[src/rtl/wbwin_pkg.sv]
package wbwin_pkg;
  // Strobes from control to datapath
  typedef struct packed {
    logic rdEn;
    logic wrEn;
  } winStrobe_t;
endpackage

[src/rtl/wbwin_ctrl.sv]
module wbwin_ctrl
  import wbwin_pkg::*;
#(
  parameter int TAG_W = 25,
  parameter logic [TAG_W-1:0] BASE_TAG = '0,
  parameter bit IMM_ACK = 1'b1
) (
  input  logic             clk,
  input  logic             rst,
  input  logic             cyc,
  input  logic             stb,
  input  logic             we,
  input  logic [TAG_W-1:0] adrTag,
  input  logic             perAck,
  output winStrobe_t       strb,
  output logic             ack
);
  logic hit;
  logic active;

  assign hit    = (adrTag == BASE_TAG);
  assign active = cyc & stb & hit;

  assign strb.rdEn = active & ~we;
  assign strb.wrEn = active & we;

  generate
    if (IMM_ACK) begin : g_imm
      logic ackQ;
      logic unusedPerAck;
      assign unusedPerAck = perAck;
      always_ff @(posedge clk) begin
        if (rst) ackQ <= 1'b0;
        else     ackQ <= active & ~ackQ;
      end
      assign ack = ackQ & active;

      // immediate acknowledge is a single-cycle pulse
      p_ack_pulse_r5: assert property (@(posedge clk) disable iff (rst)
        ack |=> !ack);
    end else begin : g_defer
      assign ack = perAck & active;

      // peripheral acknowledge is relayed during a live hit
      p_ack_relay_r6: assert property (@(posedge clk) disable iff (rst)
        (perAck && cyc && stb && hit) |-> ack);
    end
  endgenerate

  // strobes exclusive
  p_strobe_excl_r3: assert property (@(posedge clk) disable iff (rst)
    !(strb.rdEn && strb.wrEn));

  // dropping cyc or stb clears strobes
  p_drop_clears_r7: assert property (@(posedge clk) disable iff (rst)
    !(cyc && stb) |-> (!strb.rdEn && !strb.wrEn && !ack));
endmodule

[src/rtl/wbwin_dp.sv]
module wbwin_dp
  import wbwin_pkg::*;
#(
  parameter int DATA_W = 32,
  parameter int OFFS_W = 5
) (
  input  logic              clk,
  input  logic              rst,
  input  winStrobe_t        strb,
  input  logic [OFFS_W-1:0] offs,
  input  logic [DATA_W-1:0] wdat,
  input  logic [DATA_W-1:0] perRdata,
  output logic [OFFS_W-1:0] perAddr,
  output logic [DATA_W-1:0] perWdata,
  output logic [DATA_W-1:0] wbDatR
);
  logic anyEn;
  assign anyEn = strb.rdEn | strb.wrEn;

  always_comb begin
    perAddr  = anyEn     ? offs     : '0;
    perWdata = strb.wrEn ? wdat     : '0;
    wbDatR   = strb.rdEn ? perRdata : '0;
  end

  // idle peripheral lines are zero
  p_idle_zero_r4: assert property (@(posedge clk) disable iff (rst)
    !(strb.rdEn || strb.wrEn) |-> (perAddr == '0 && perWdata == '0 && wbDatR == '0));
endmodule

[src/rtl/wb_addr_window_bridge.sv]
module wb_addr_window_bridge
  import wbwin_pkg::*;
#(
  parameter int ADDR_W = 32,
  parameter int DATA_W = 32,
  parameter int OFFS_W = 5,
  parameter logic [ADDR_W-1:0] BASE = 32'h0000_4000,
  parameter bit IMM_ACK = 1'b1
) (
  input  logic              clk,
  input  logic              rst,
  input  logic              wbCyc,
  input  logic              wbStb,
  input  logic              wbWe,
  input  logic [ADDR_W-1:0] wbAdr,
  input  logic [DATA_W-1:0] wbDatW,
  output logic [DATA_W-1:0] wbDatR,
  output logic              wbAck,
  output logic              perRd,
  output logic              perWr,
  output logic [OFFS_W-1:0] perAddr,
  output logic [DATA_W-1:0] perWdata,
  input  logic [DATA_W-1:0] perRdata,
  input  logic              perAck
);
  localparam int LSB_W  = $clog2(DATA_W / 8);
  localparam int TAG_LO = OFFS_W + LSB_W;
  localparam int TAG_W  = ADDR_W - TAG_LO;
  localparam logic [TAG_W-1:0] BASE_TAG = BASE[ADDR_W-1:TAG_LO];

  winStrobe_t strb;
  logic       unusedByteBits;
  assign unusedByteBits = ^wbAdr[LSB_W-1:0];

  wbwin_ctrl #(
    .TAG_W(TAG_W), .BASE_TAG(BASE_TAG), .IMM_ACK(IMM_ACK)
  ) u_ctrl (
    .clk(clk), .rst(rst), .cyc(wbCyc), .stb(wbStb), .we(wbWe),
    .adrTag(wbAdr[ADDR_W-1:TAG_LO]), .perAck(perAck),
    .strb(strb), .ack(wbAck)
  );

  wbwin_dp #(.DATA_W(DATA_W), .OFFS_W(OFFS_W)) u_dp (
    .clk(clk), .rst(rst), .strb(strb),
    .offs(wbAdr[TAG_LO-1:LSB_W]), .wdat(wbDatW), .perRdata(perRdata),
    .perAddr(perAddr), .perWdata(perWdata), .wbDatR(wbDatR)
  );

  assign perRd = strb.rdEn;
  assign perWr = strb.wrEn;

  // acknowledge only inside a live cycle
  p_ack_gated_r6: assert property (@(posedge clk) disable iff (rst)
    wbAck |-> (wbCyc && wbStb));

  // no strobe pair at the ports
  p_port_excl_r3: assert property (@(posedge clk) disable iff (rst)
    !(perRd && perWr));
endmodule

[config.mk]
export PLATFORM = sky130hd
export DESIGN_NAME = wb_addr_window_bridge
export DESIGN_NICKNAME = d
export VERILOG_FILES = /design/src/rtl/wbwin_pkg.sv /design/src/rtl/wbwin_ctrl.sv /design/src/rtl/wbwin_dp.sv /design/src/rtl/wb_addr_window_bridge.sv
export SDC_FILE = /design/constraint.sdc
export NUM_CORES = 1
export LEC_CHECK = 0
export BUFFER_PORTS_ARGS = -buffer_cell sky130_fd_sc_hd__buf_4
export CORE_ASPECT_RATIO = 2
export CORE_MARGIN = 2
export CORE_UTILIZATION = 31
export CTS_CLUSTER_DIAMETER = 150
export DETAILED_ROUTE_END_ITERATION = 8
export PLACE_DENSITY = 0.79
export SKIP_LAST_GASP = 1
export SLEW_MARGIN = 20
export SYNTH_ARGS = -nofsm -noshare
export SYNTH_HDL_FRONTEND = slang
export SYNTH_SLANG_ARGS = --single-unit
[constraint.sdc]
create_clock -name clk -period 1.53 [get_ports clk]
set_clock_uncertainty 0.05 [all_clocks]
set_input_delay 0.306 -clock clk [delete_from_list [all_inputs] [get_ports clk]]
set_output_delay 0.306 -clock clk [all_outputs]
set_load 0.03 [all_outputs]
==> summary.md, run 1 <==
| Metric | Value |
|---|---|
| Status | `finished, violations left` |
| Failing checks | `negative setup slack` |
| Area of placed instances | `between 3000 and 4000 um^2` |
| Worst EP arrival | `1.61 ns` |
| Critical path class | `input pin to output pin` |
| Max_slew headroom | `67.2%` |
| Slew Viols, Final | `0` |
| Area leader, netlist | `nor3_2` |
| Die W | `52.7 um` |
| Fin Hold WS | `between 0.4 and 0.5 ns` |
| Drt total wl | `7220 um` |
| Finished Cell Area | `between 3000 and 4000 um^2` |
| First-pass iteration count of the detailed router | `4` |
| Vias per cell | `5.36` |
| Placeable Area | `4600 um^2` |
| DRC viols | `0` |
| Critical path required time | `approximately 1.2 ns` |
| Worst skew pair latency | `0 ns` |
| RR Startpoint | `u_ctrl.g_imm.ackQ$_SDFF_PP0_` |
| Crit-path max FO | `9` |
| Initial DRC count | `29` |
| Std cell rows | `35` |
| Vias in the first global route | `2171` |
| Hold Path Cell Cnt | `2` |
| Starting Density | `31.9%` |
| Top-count cell post-synth | `nor3_2` |
| Worst-margin pin slew | `0.492 ns` |
| GP Congestion | `0.791` |
| Peak supply drop | `about 120 uV` |
| Largest regs | `u_ctrl.g_imm.ackQ x1` |
| Share of the synthesized area in the top cell type | `47.7%` |
| Reg with most FFs | `u_ctrl.g_imm.ackQ` |
| Die ar. | `approximately 5300 um^2` |
| Seq/Total Area, Yosys | `1.36%` |
| Gate Count Post-Synth | `around 180` |
| Placed cell count | `400` |
| PortBufs | `170` |
| Gr usage total | `25.0%` |
| Area of the mapped netlist | `1470 um^2` |
| Die height | `101 um` |
| Final setup fails | `73` |
| Min Clock Period, post-route | `1.97 ns` |
| Largest cells by area after synthesis | `nor3_2 48%, nand3b_1 16%, nand3_1 11%` |
| Layout cells sized above 1 | `79.1%` |
| Hpwl dp | `4850 um` |
| Pre-CTS setup slack | `-0.446 ns` |
| Vias | `2191` |
| Mapped Nets | `286` |
| Non-filler instance count after layout | `409` |
| Setup TNS | `-26.64 ns` |
| Hold_buf cts | `0` |
| Max Cap Viol | `0` |
| Fmax | `508 MHz` |
| Synth Area per Inst | `roughly 8 um^2` |
| Final Worst Setup Slack | `-0.438 ns` |
| Synth warn | `0` |
| Unrepaired setup endpoints after global routing | `true` |
| Min-delay worst type | `register to register` |
| PD cells | `102 nW/um^2` |
| Post-layout net count | `458` |
| Final period utilization | `129%` |
| Initial antenna violation count | `0` |
| Asr flop ratio synth | `0%` |
| Syn-to-layout area delta | `162%` |
| Clock slew at reported path FFs | `0 ns` |
| Average routed wire per standard cell | `17.7 um` |
| Hold Vio Cnt, Final | `0` |
| Ports | `about 170` |
| Number of flip-flops in the largest register | `1` |
| Filler Cell Count | `267` |
| Count of state elements after synthesis | `1` |
| Worst hold endpoint | `u_ctrl.g_imm.ackQ$_SDFF_PP0_` |
| Capturing point of the worst reg2reg path | `u_ctrl.g_imm.ackQ$_SDFF_PP0_` |
| Post-synth EDFFs | `0` |
| Pin count of the biggest net entering global routing | `between 50 and 60` |
| # diodes | `0` |
| Final antenna-violating net count | `0` |
| Path depth of the worst reg2reg path | `2` |
| Worst setup EP type | `output pin` |
| Reg2reg setup slack | `0.62 ns` |
| GRT overflow | `0` |
| Min-delay src | `u_ctrl.g_imm.ackQ$_SDFF_PP0_` |
| First-pass GRT wire length | `a little over 10000 um` |
| Cell leakage power | `2.29 nW` |
| Synth top cells by count | `70 x nor3_2, 32 x nand3_1, 32 x nand3b_1` |
| Startpoint types | `input pin` |
| Top_reg_cell synth | `dfxtp_1` |
| Netlist cell types | `17` |
## cell type report
class	count	area [um^2]	share of cell area, %
sequential	1	20.0	0.522
multi-input combinational	155	1760	45.8
timing repair buffer	198	1990	51.9
tap	55	68.8	1.79
## worst max path at each step
stage	from	to	slack [ns]	cells past startpoint
after global routing	wbAdr[12]	wbDatR[8]	-0.49	7
after CTS	wbAdr[17]	wbDatR[9]	-0.41	7
final	wbAdr[12]	wbDatR[8]	-0.44	7
after global placement	wbAdr[21]	wbDatR[9]	-0.40	6
after floorplan	wbAdr[21]	perWdata[23]	-0.41	4
after detailed placement	wbAdr[21]	wbDatR[30]	-0.45	6
## kinds of logic after synthesis
logic type	share of synthesized area (%)
buf+inv	11.1
simple gates	87.6
flops	1.36
## cells in the final DEF, fill, tap and decap left out
cell / instances
nor3_4: 64
nand3_1: 32
buf_4: 109
buf_8: 1
nand4_4: 1
nand2_1: 7
buf_16: 4
bufbuf_16: 1
nor4_2: 1
nand3b_1: 32
nand2_8: 1
buf_12: 6
buf_6: 75
or3_1: 2
nor4b_4: 3
clkbuf_16: 2
dfxtp_1: 1
nor4_4: 3
nor3_2: 9
## per-stage QoR
| stage | util, % | total power [W] |
|---|---|---|
| CTS | 79.0 | 0.000381 |
| global placement | 70.4 | 0.000350 |
| detailed placement | 70.4 | 0.000357 |
| floorplan | - | 0.000126 |
| finish | 83.5 | 0.000392 |
| global route | 83.5 | 0.000415 |
## worst max-delay path, cell delays in order
cell and delay, ns:
buf_8 0.10, nor4_4 0.33, nand4_4 0.14, buf_12 0.18, clkbuf_16 0.19, nor3_2 0.18, buf_4 0.18
## report_power, final
group / switching (W) / leakage (nW) / internal (W) / total, W
Combinational: 0.000138 / 2.28 / 0.000227 / 0.000366
Sequential: 0.000000000000121 / 0.00805 / 0.0000266 / 0.0000266
Clock: 0 / 0 / 0 / 0
Total: 0.000138 / 2.29 / 0.000254 / 0.000392
## routing by layer
| metal | vias to the layer above | global-route usage, % | routed length (um) |
|---|---|---|---|
| li1 | 1033 | - | - |
| met3 | 8 | 3.24 | 416 |
| met5 | - | 0 | 0 |
| met4 | 0 | 2.56 | 101 |
| met2 | 103 | 52.7 | 4480 |
| met1 | 1047 | 24.8 | 2230 |
## timing repair
action                     in CTS  in global routing
pin swaps                       3                  2
gates cloned                    3                  3
hold endpoints to repair        0                  0
setup endpoints to repair      73                 73
buffers inserted                3                  0
gates resized for setup        70                 29
No activity file was read; power rests on OpenSTA's default activity.
==> run 2, diff against run 1 <==
- CORE_MARGIN: 2 -> unset
- GPL_ROUTABILITY_DRIVEN: unset -> 0
==> run 2 against run 1 <==
  * Largest power group unchanged
  * Sequential power about the same
  * Via count increased by 22%
  * Fmax decreased by 7.9%
  * Largest cell class unchanged
  * Power increased by 17%
  * Design area increased by 12%
  * Critical path depth unchanged
  * The run still ends with negative setup slack left
  * Register-to-register slack got worse by 0.17 ns
  * Core utilization increased by 11 points
==> summary.md, run 2 (synthesis results as in run 1) <==
| Metric | Value |
|---|---|
| Gr usage total | `between 30% and 40%` |
| Initial antenna violation count | `0` |
| Final period utilization | `140%` |
| Critical path class | `input pin to output pin` |
| Capturing point of the worst reg2reg path | `u_ctrl.g_imm.ackQ$_SDFF_PP0_` |
| Worst EP arrival | `1.78 ns` |
| Min-delay worst type | `register to register` |
| Switching power | `0.000179 W` |
| Largest regs | `u_ctrl.g_imm.ackQ x1` |
| Starting Density | `32.2%` |
| Fmax | `between 400 and 500 MHz` |
| Clock power frac | `0%` |
| Unrepaired setup endpoints after global routing | `true` |
| Peak supply drop | `137 uV` |
| Vias per cell | `6.22` |
| Path depth of the worst reg2reg path | `2` |
| Worst setup EP type | `output pin` |
| Core Util, Final | `between 90% and 100%` |
| Clock slew at reported path FFs | `0 ns` |
| Worst-margin pin slew | `0.514 ns` |
| PD cells | `107 nW/um^2` |
| Worst skew pair latency | `0 ns` |
| Combinational share of power | `94.2%` |
| Crit-path max FO | `6` |
| Placeable Area | `4550 um^2` |
| Setup TNS | `-33.95 ns` |
| Min-delay src | `u_ctrl.g_imm.ackQ$_SDFF_PP0_` |
| Max_slew headroom | `between 60% and 70%` |
| Placed cell count | `400` |
| Filler Cell Count | `roughly 120` |
| Cell leakage power | `about 2.6 nW` |
| Failing checks | `negative setup slack` |
| Crit-path slowest cell | `nor4_4` |
| Sequential share of power | `under 10%` |
| Die height | `a little under 100 um` |
| Pin count of the biggest net entering global routing | `46` |
| Sw Share | `38.9%` |
| Hpwl dp | `4860 um` |
| Final antenna-violating net count | `0` |
| Hold Path Cell Cnt | `2` |
| Reg with most FFs | `u_ctrl.g_imm.ackQ` |
| Startpoint types | `input pin` |
| PortBufs | `170` |
| GRT overflow | `0` |
| Syn-to-layout area delta | `193%` |
| Hold_buf cts | `0` |
| Largest stage delay, worst path | `0.32 ns` |
| CP Cell Sequence | `buf_6 -> nor4b_4 -> buf_4 -> nand4_4 -> buf_4 -> nor4_4 -> buf_6` |
| Die W | `between 50 and 60 um` |
| Reg2reg setup slack | `0.45 ns` |
| Number of flip-flops in the largest register | `1` |
| Layout cells sized above 1 | `just over 80%` |
| Std cell rows | `35` |
| First-pass GRT wire length | `13300 um` |
| Average routed wire per standard cell | `26.6 um` |
| # diodes | `0` |
| Worst hold endpoint | `u_ctrl.g_imm.ackQ$_SDFF_PP0_` |
| Vias in the first global route | `2582` |
| Max Cap Viol | `0` |
| Critical path required time | `1.17 ns` |
| Cell Int Power | `between 0.0002 and 0.0003 W` |
| Post-layout net count | `479` |
| Commonest non-fill, non-tap cell in the layout | `buf_4` |
| Min Clock Period, post-route | `2.14 ns` |
| RR Startpoint | `u_ctrl.g_imm.ackQ$_SDFF_PP0_` |
| Initial DRC count | `just over 90` |
| DRC viols | `0` |
| Hold Vio Cnt, Final | `0` |
| Final setup fails | `between 70 and 80` |
| Slew Viols, Final | `0` |
| Die ar. | `5030 um^2` |
| Most frequent cells in the layout | `106 x buf_4, 83 x buf_6, 68 x nor3_4, 32 x nand3b_1, 31 x nand3_1` |
| Pre-CTS setup slack | `-0.488 ns` |
| Non-filler instance count after layout | `430` |
| Drt total wl | `11500 um` |
| Final Worst Setup Slack | `-0.607 ns` |
| Status | `finished, violations left` |
| Ports | `174` |
| Vias | `~2700` |
| First-pass iteration count of the detailed router | `4` |
==> run 2: per-layer routing <==
metal  vias to the layer above  GRT usage (%)  share of wire (%)
li1                       1087              -                  -
met1                      1273           36.1                 28
met2                       231           65.7                 55
met3                        83           4.13                7.4
met4                         0           18.4                9.6
met5                         -              0                  0
==> run 2: how the worst max path moves through the flow <==
stage	from	endpoint	slack, ns
floorplan	wbAdr[21]	perWdata[23]	-0.41
global placement	wbAdr[21]	perWr	-0.44
detailed placement	wbAdr[20]	wbDatR[6]	-0.49
CTS	wbAdr[16]	perWdata[8]	-0.46
global route	wbAdr[16]	perRd	-0.67
finish	wbAdr[16]	perRd	-0.61
==> run 2: power by group through the flow <==
stage | clock network [W] | registers, W | logic, W
6_report | 0 | 0.0000266 | 0.000433
5_1_grt | 0 | 0.0000266 | 0.000447
4_1_cts | 0 | 0.0000266 | 0.000388
3_5_place_dp | 0 | 0.0000266 | 0.000344
3_3_place_gp | 0 | 0.0000266 | 0.000335
2_1_floorplan | 0 | 0.0000266 | 0.0000998
==> run 2: final cells by class <==
cell class                 instances  area [um^2]  share of cell area, %
timing repair buffer             218         2400                   55.7
multi-input combinational        156         1820                   42.2
sequential                         1         20.0                  0.465
tap                               55         68.8                   1.60
==> run 2: worst max-delay path, delay by kind of cell <==
family,cells,cell delay [ns]
buffers and inverters,4,0.67
and+or+nand+nor,3,0.79
==> run 2: repair_timing <==
| action | in CTS | in global routing |
|---|---|---|
| hold endpoints to repair | 0 | 0 |
| buffers inserted | 15 | 3 |
| pin swaps | 5 | 38 |
| cloned | 12 | 4 |
| gates resized for setup | 64 | 66 |
| setup endpoints to repair | 73 | 73 |
==> run 2: stage by stage <==
step | power [W] | cell area (um^2) | hold WS, ns
after floorplan | 0.000126 | 1860 | 0.415
after global placement | 0.000362 | 3280 | 0.437
after detailed placement | 0.000371 | 3280 | 0.444
after CTS | 0.000414 | 3980 | 0.467
after global routing | 0.000473 | 4310 | 0.571
final | 0.000459 | 4310 | 0.572
==> run 3, diff against run 2 <==
- CELL_PAD_IN_SITES_DETAIL_PLACEMENT: unset -> 2
- CELL_PAD_IN_SITES_GLOBAL_PLACEMENT: unset -> 2
- CORE_UTILIZATION: 31 -> 14
- SKIP_CTS_REPAIR_TIMING: unset -> 1
==> run 3 against run 2 <==
  * The run still ends with negative setup slack left
  * Sequential share of layout area is essentially flat
  * Critical path depth unchanged
  * Global-route usage shrank 21 points
  * Die area rose by 120%
  * Combinational power decreased by 18%
  * Design area fell by 6.2%
  * Register-to-register slack gained 0.16 ns
  * Critical path type unchanged
  * Critical endpoint is now wbDatR[5]
  * Highest routed layer unchanged
==> summary.md, run 3 (synthesis results as in run 1) <==
| Metric | Value |
|---|---|
| Status | `finished, violations left` |
| Failing checks | `negative setup slack` |
| Max_slew headroom | `between 60% and 70%` |
| CP Depth | `7` |
| Final period utilization | `129%` |
| Min-delay worst type | `register to register` |
| Vias | `~2300` |
| Fmax | `506 MHz` |
| Initial DRC count | `34` |
| CP Cell Sequence | `buf_4 -> nor4b_4 -> nand4_4 -> buf_12 -> buf_16 -> nor3_2 -> buf_4` |
| Pin count of the biggest net entering global routing | `61` |
| Reg with most FFs | `u_ctrl.g_imm.ackQ` |
| Startpoint types | `input pin` |
| PD cells | `~95 nW/um^2` |
| Worst-margin pin slew | `0.557 ns` |
| Worst skew pair latency | `0 ns` |
| Peak supply drop | `between 100 and 150 uV` |
| PortBufs | `170` |
| Layout cells sized above 1 | `79.5%` |
| Buffers and inverters on the worst path | `4` |
| Cell leakage power | `between 2 and 2.5 nW` |
| Final setup fails | `73` |
| Starting Density | `between 10% and 20%` |
| Std cell rows | `52` |
| Slew Viols, Final | `0` |
| Fin Hold WS | `around 0.48 ns` |
| Max Cap Viol | `0` |
| First-pass GRT wire length | `between 10000 and 15000 um` |
| Vias in the first global route | `2365` |
| Critical path required time | `approximately 1.2 ns` |
| Most frequent cell on the critical path | `buf_4` |
| Capturing point of the worst reg2reg path | `u_ctrl.g_imm.ackQ$_SDFF_PP0_` |
| DRC viols | `0` |
| Initial antenna violation count | `0` |
| Clock slew at reported path FFs | `0 ns` |
| Hpwl dp | `just under 7000 um` |
| Ports | `between 150 and 200` |
| Critical Path Sink | `wbDatR[5]` |
| Largest stage delay, worst path | `0.32 ns` |
| Worst Setup SP | `wbAdr[20]` |
| Worst setup EP type | `output pin` |
| Placeable Area | `10100 um^2` |
| Vias per cell | `4.56` |
| Die ar. | `~11000 um^2` |
| Post-layout net count | `approximately 470` |
| Path depth of the worst reg2reg path | `2` |
| First-pass iteration count of the detailed router | `4` |
| Critical path class | `input pin to output pin` |
| Pre-CTS setup slack | `-0.481 ns` |
| Hold Vio Cnt, Final | `0` |
| Most frequent cells in the layout | `117 x buf_4, 68 x buf_6, 63 x nor3_4, 32 x nand3_1, 32 x nand3b_1` |
| Average routed wire per standard cell | `19.9 um` |
| Crit-path max FO | `10` |
| Min Clock Period, post-route | `approximately 2.0 ns` |
| Largest regs | `u_ctrl.g_imm.ackQ x1` |
| Die W | `74.4 um` |
| Gr usage total | `14.3%` |
| RR Startpoint | `u_ctrl.g_imm.ackQ$_SDFF_PP0_` |
| Drt total wl | `approximately 10000 um` |
| Final antenna-violating net count | `0` |
| Final Worst Setup Slack | `-0.446 ns` |
| Reg2reg setup slack | `0.61 ns` |
| # diodes | `0` |
| Die height | `147 um` |
| Number of flip-flops in the largest register | `1` |
| Commonest non-fill, non-tap cell in the layout | `buf_4` |
| Top cell family by delay on the critical path | `buffers and inverters` |
| Syn-to-layout area delta | `175%` |
| Worst EP arrival | `1.62 ns` |
| Crit-path slowest cell | `nor4b_4` |
| Unrepaired setup endpoints after global routing | `true` |
| GRT overflow | `0` |
run 3: per-stage QoR:
| step | utilization, % | TNS (ns) | instance area (um^2) | std cells | total power (W) |
|---|---|---|---|---|---|
| finish | 39.8 | -27.69 | 4040 | 496 | 0.000383 |
| floorplan | - | -20.89 | 1860 | 184 | 0.000126 |
| CTS | 32.7 | -30.95 | 3320 | 481 | 0.000366 |
| global placement | 32.7 | -30.76 | 3320 | 481 | 0.000351 |
| global route | 39.8 | -32.12 | 4040 | 496 | 0.000407 |
| detailed placement | 32.7 | -30.63 | 3320 | 481 | 0.000365 |
run 3: cell type report:
type | instances | area [um^2]
timing repair buffer | 203 | 2070
sequential | 1 | 20.0
tap | 135 | 169
multi-input combinational | 157 | 1780
fill | 1099 | 6110
run 3: worst register-to-register path, cell delays in order, from the launching register on:
cell and delay [ns]:
dfxtp_1 0.29, or3_1 0.38, nor3_2 0.12
run 3: worst min-delay path by stage:
stage,from,endpoint,cells past startpoint
final,u_ctrl.g_imm.ackQ$_SDFF_PP0_,u_ctrl.g_imm.ackQ$_SDFF_PP0_,2
after global routing,u_ctrl.g_imm.ackQ$_SDFF_PP0_,u_ctrl.g_imm.ackQ$_SDFF_PP0_,2
after CTS,u_ctrl.g_imm.ackQ$_SDFF_PP0_,u_ctrl.g_imm.ackQ$_SDFF_PP0_,2
after detailed placement,u_ctrl.g_imm.ackQ$_SDFF_PP0_,u_ctrl.g_imm.ackQ$_SDFF_PP0_,2
after global placement,u_ctrl.g_imm.ackQ$_SDFF_PP0_,u_ctrl.g_imm.ackQ$_SDFF_PP0_,2
after floorplan,rst,u_ctrl.g_imm.ackQ$_SDFF_PP0_,2
run 3: per-layer routing:
metal | share of wire [%] | GRT usage (%) | vias to the layer above | wire length, um
met4 | 3.5 | 1.89 | 0 | 347
met1 | 29 | 12.0 | 1102 | 2830
met5 | 0 | 0 | - | 0
li1 | - | - | 1050 | -
met2 | 64 | 32.7 | 94 | 6310
met3 | 3.9 | 1.10 | 18 | 386
run 3: power by group:
part           internal (W)  total (W)      switching [W]  leakage [nW]
Clock                     0          0                  0             0
Combinational      0.000212   0.000356           0.000144          2.34
Sequential        0.0000266  0.0000266  0.000000000000148       0.00805
Total              0.000239   0.000383           0.000144          2.35
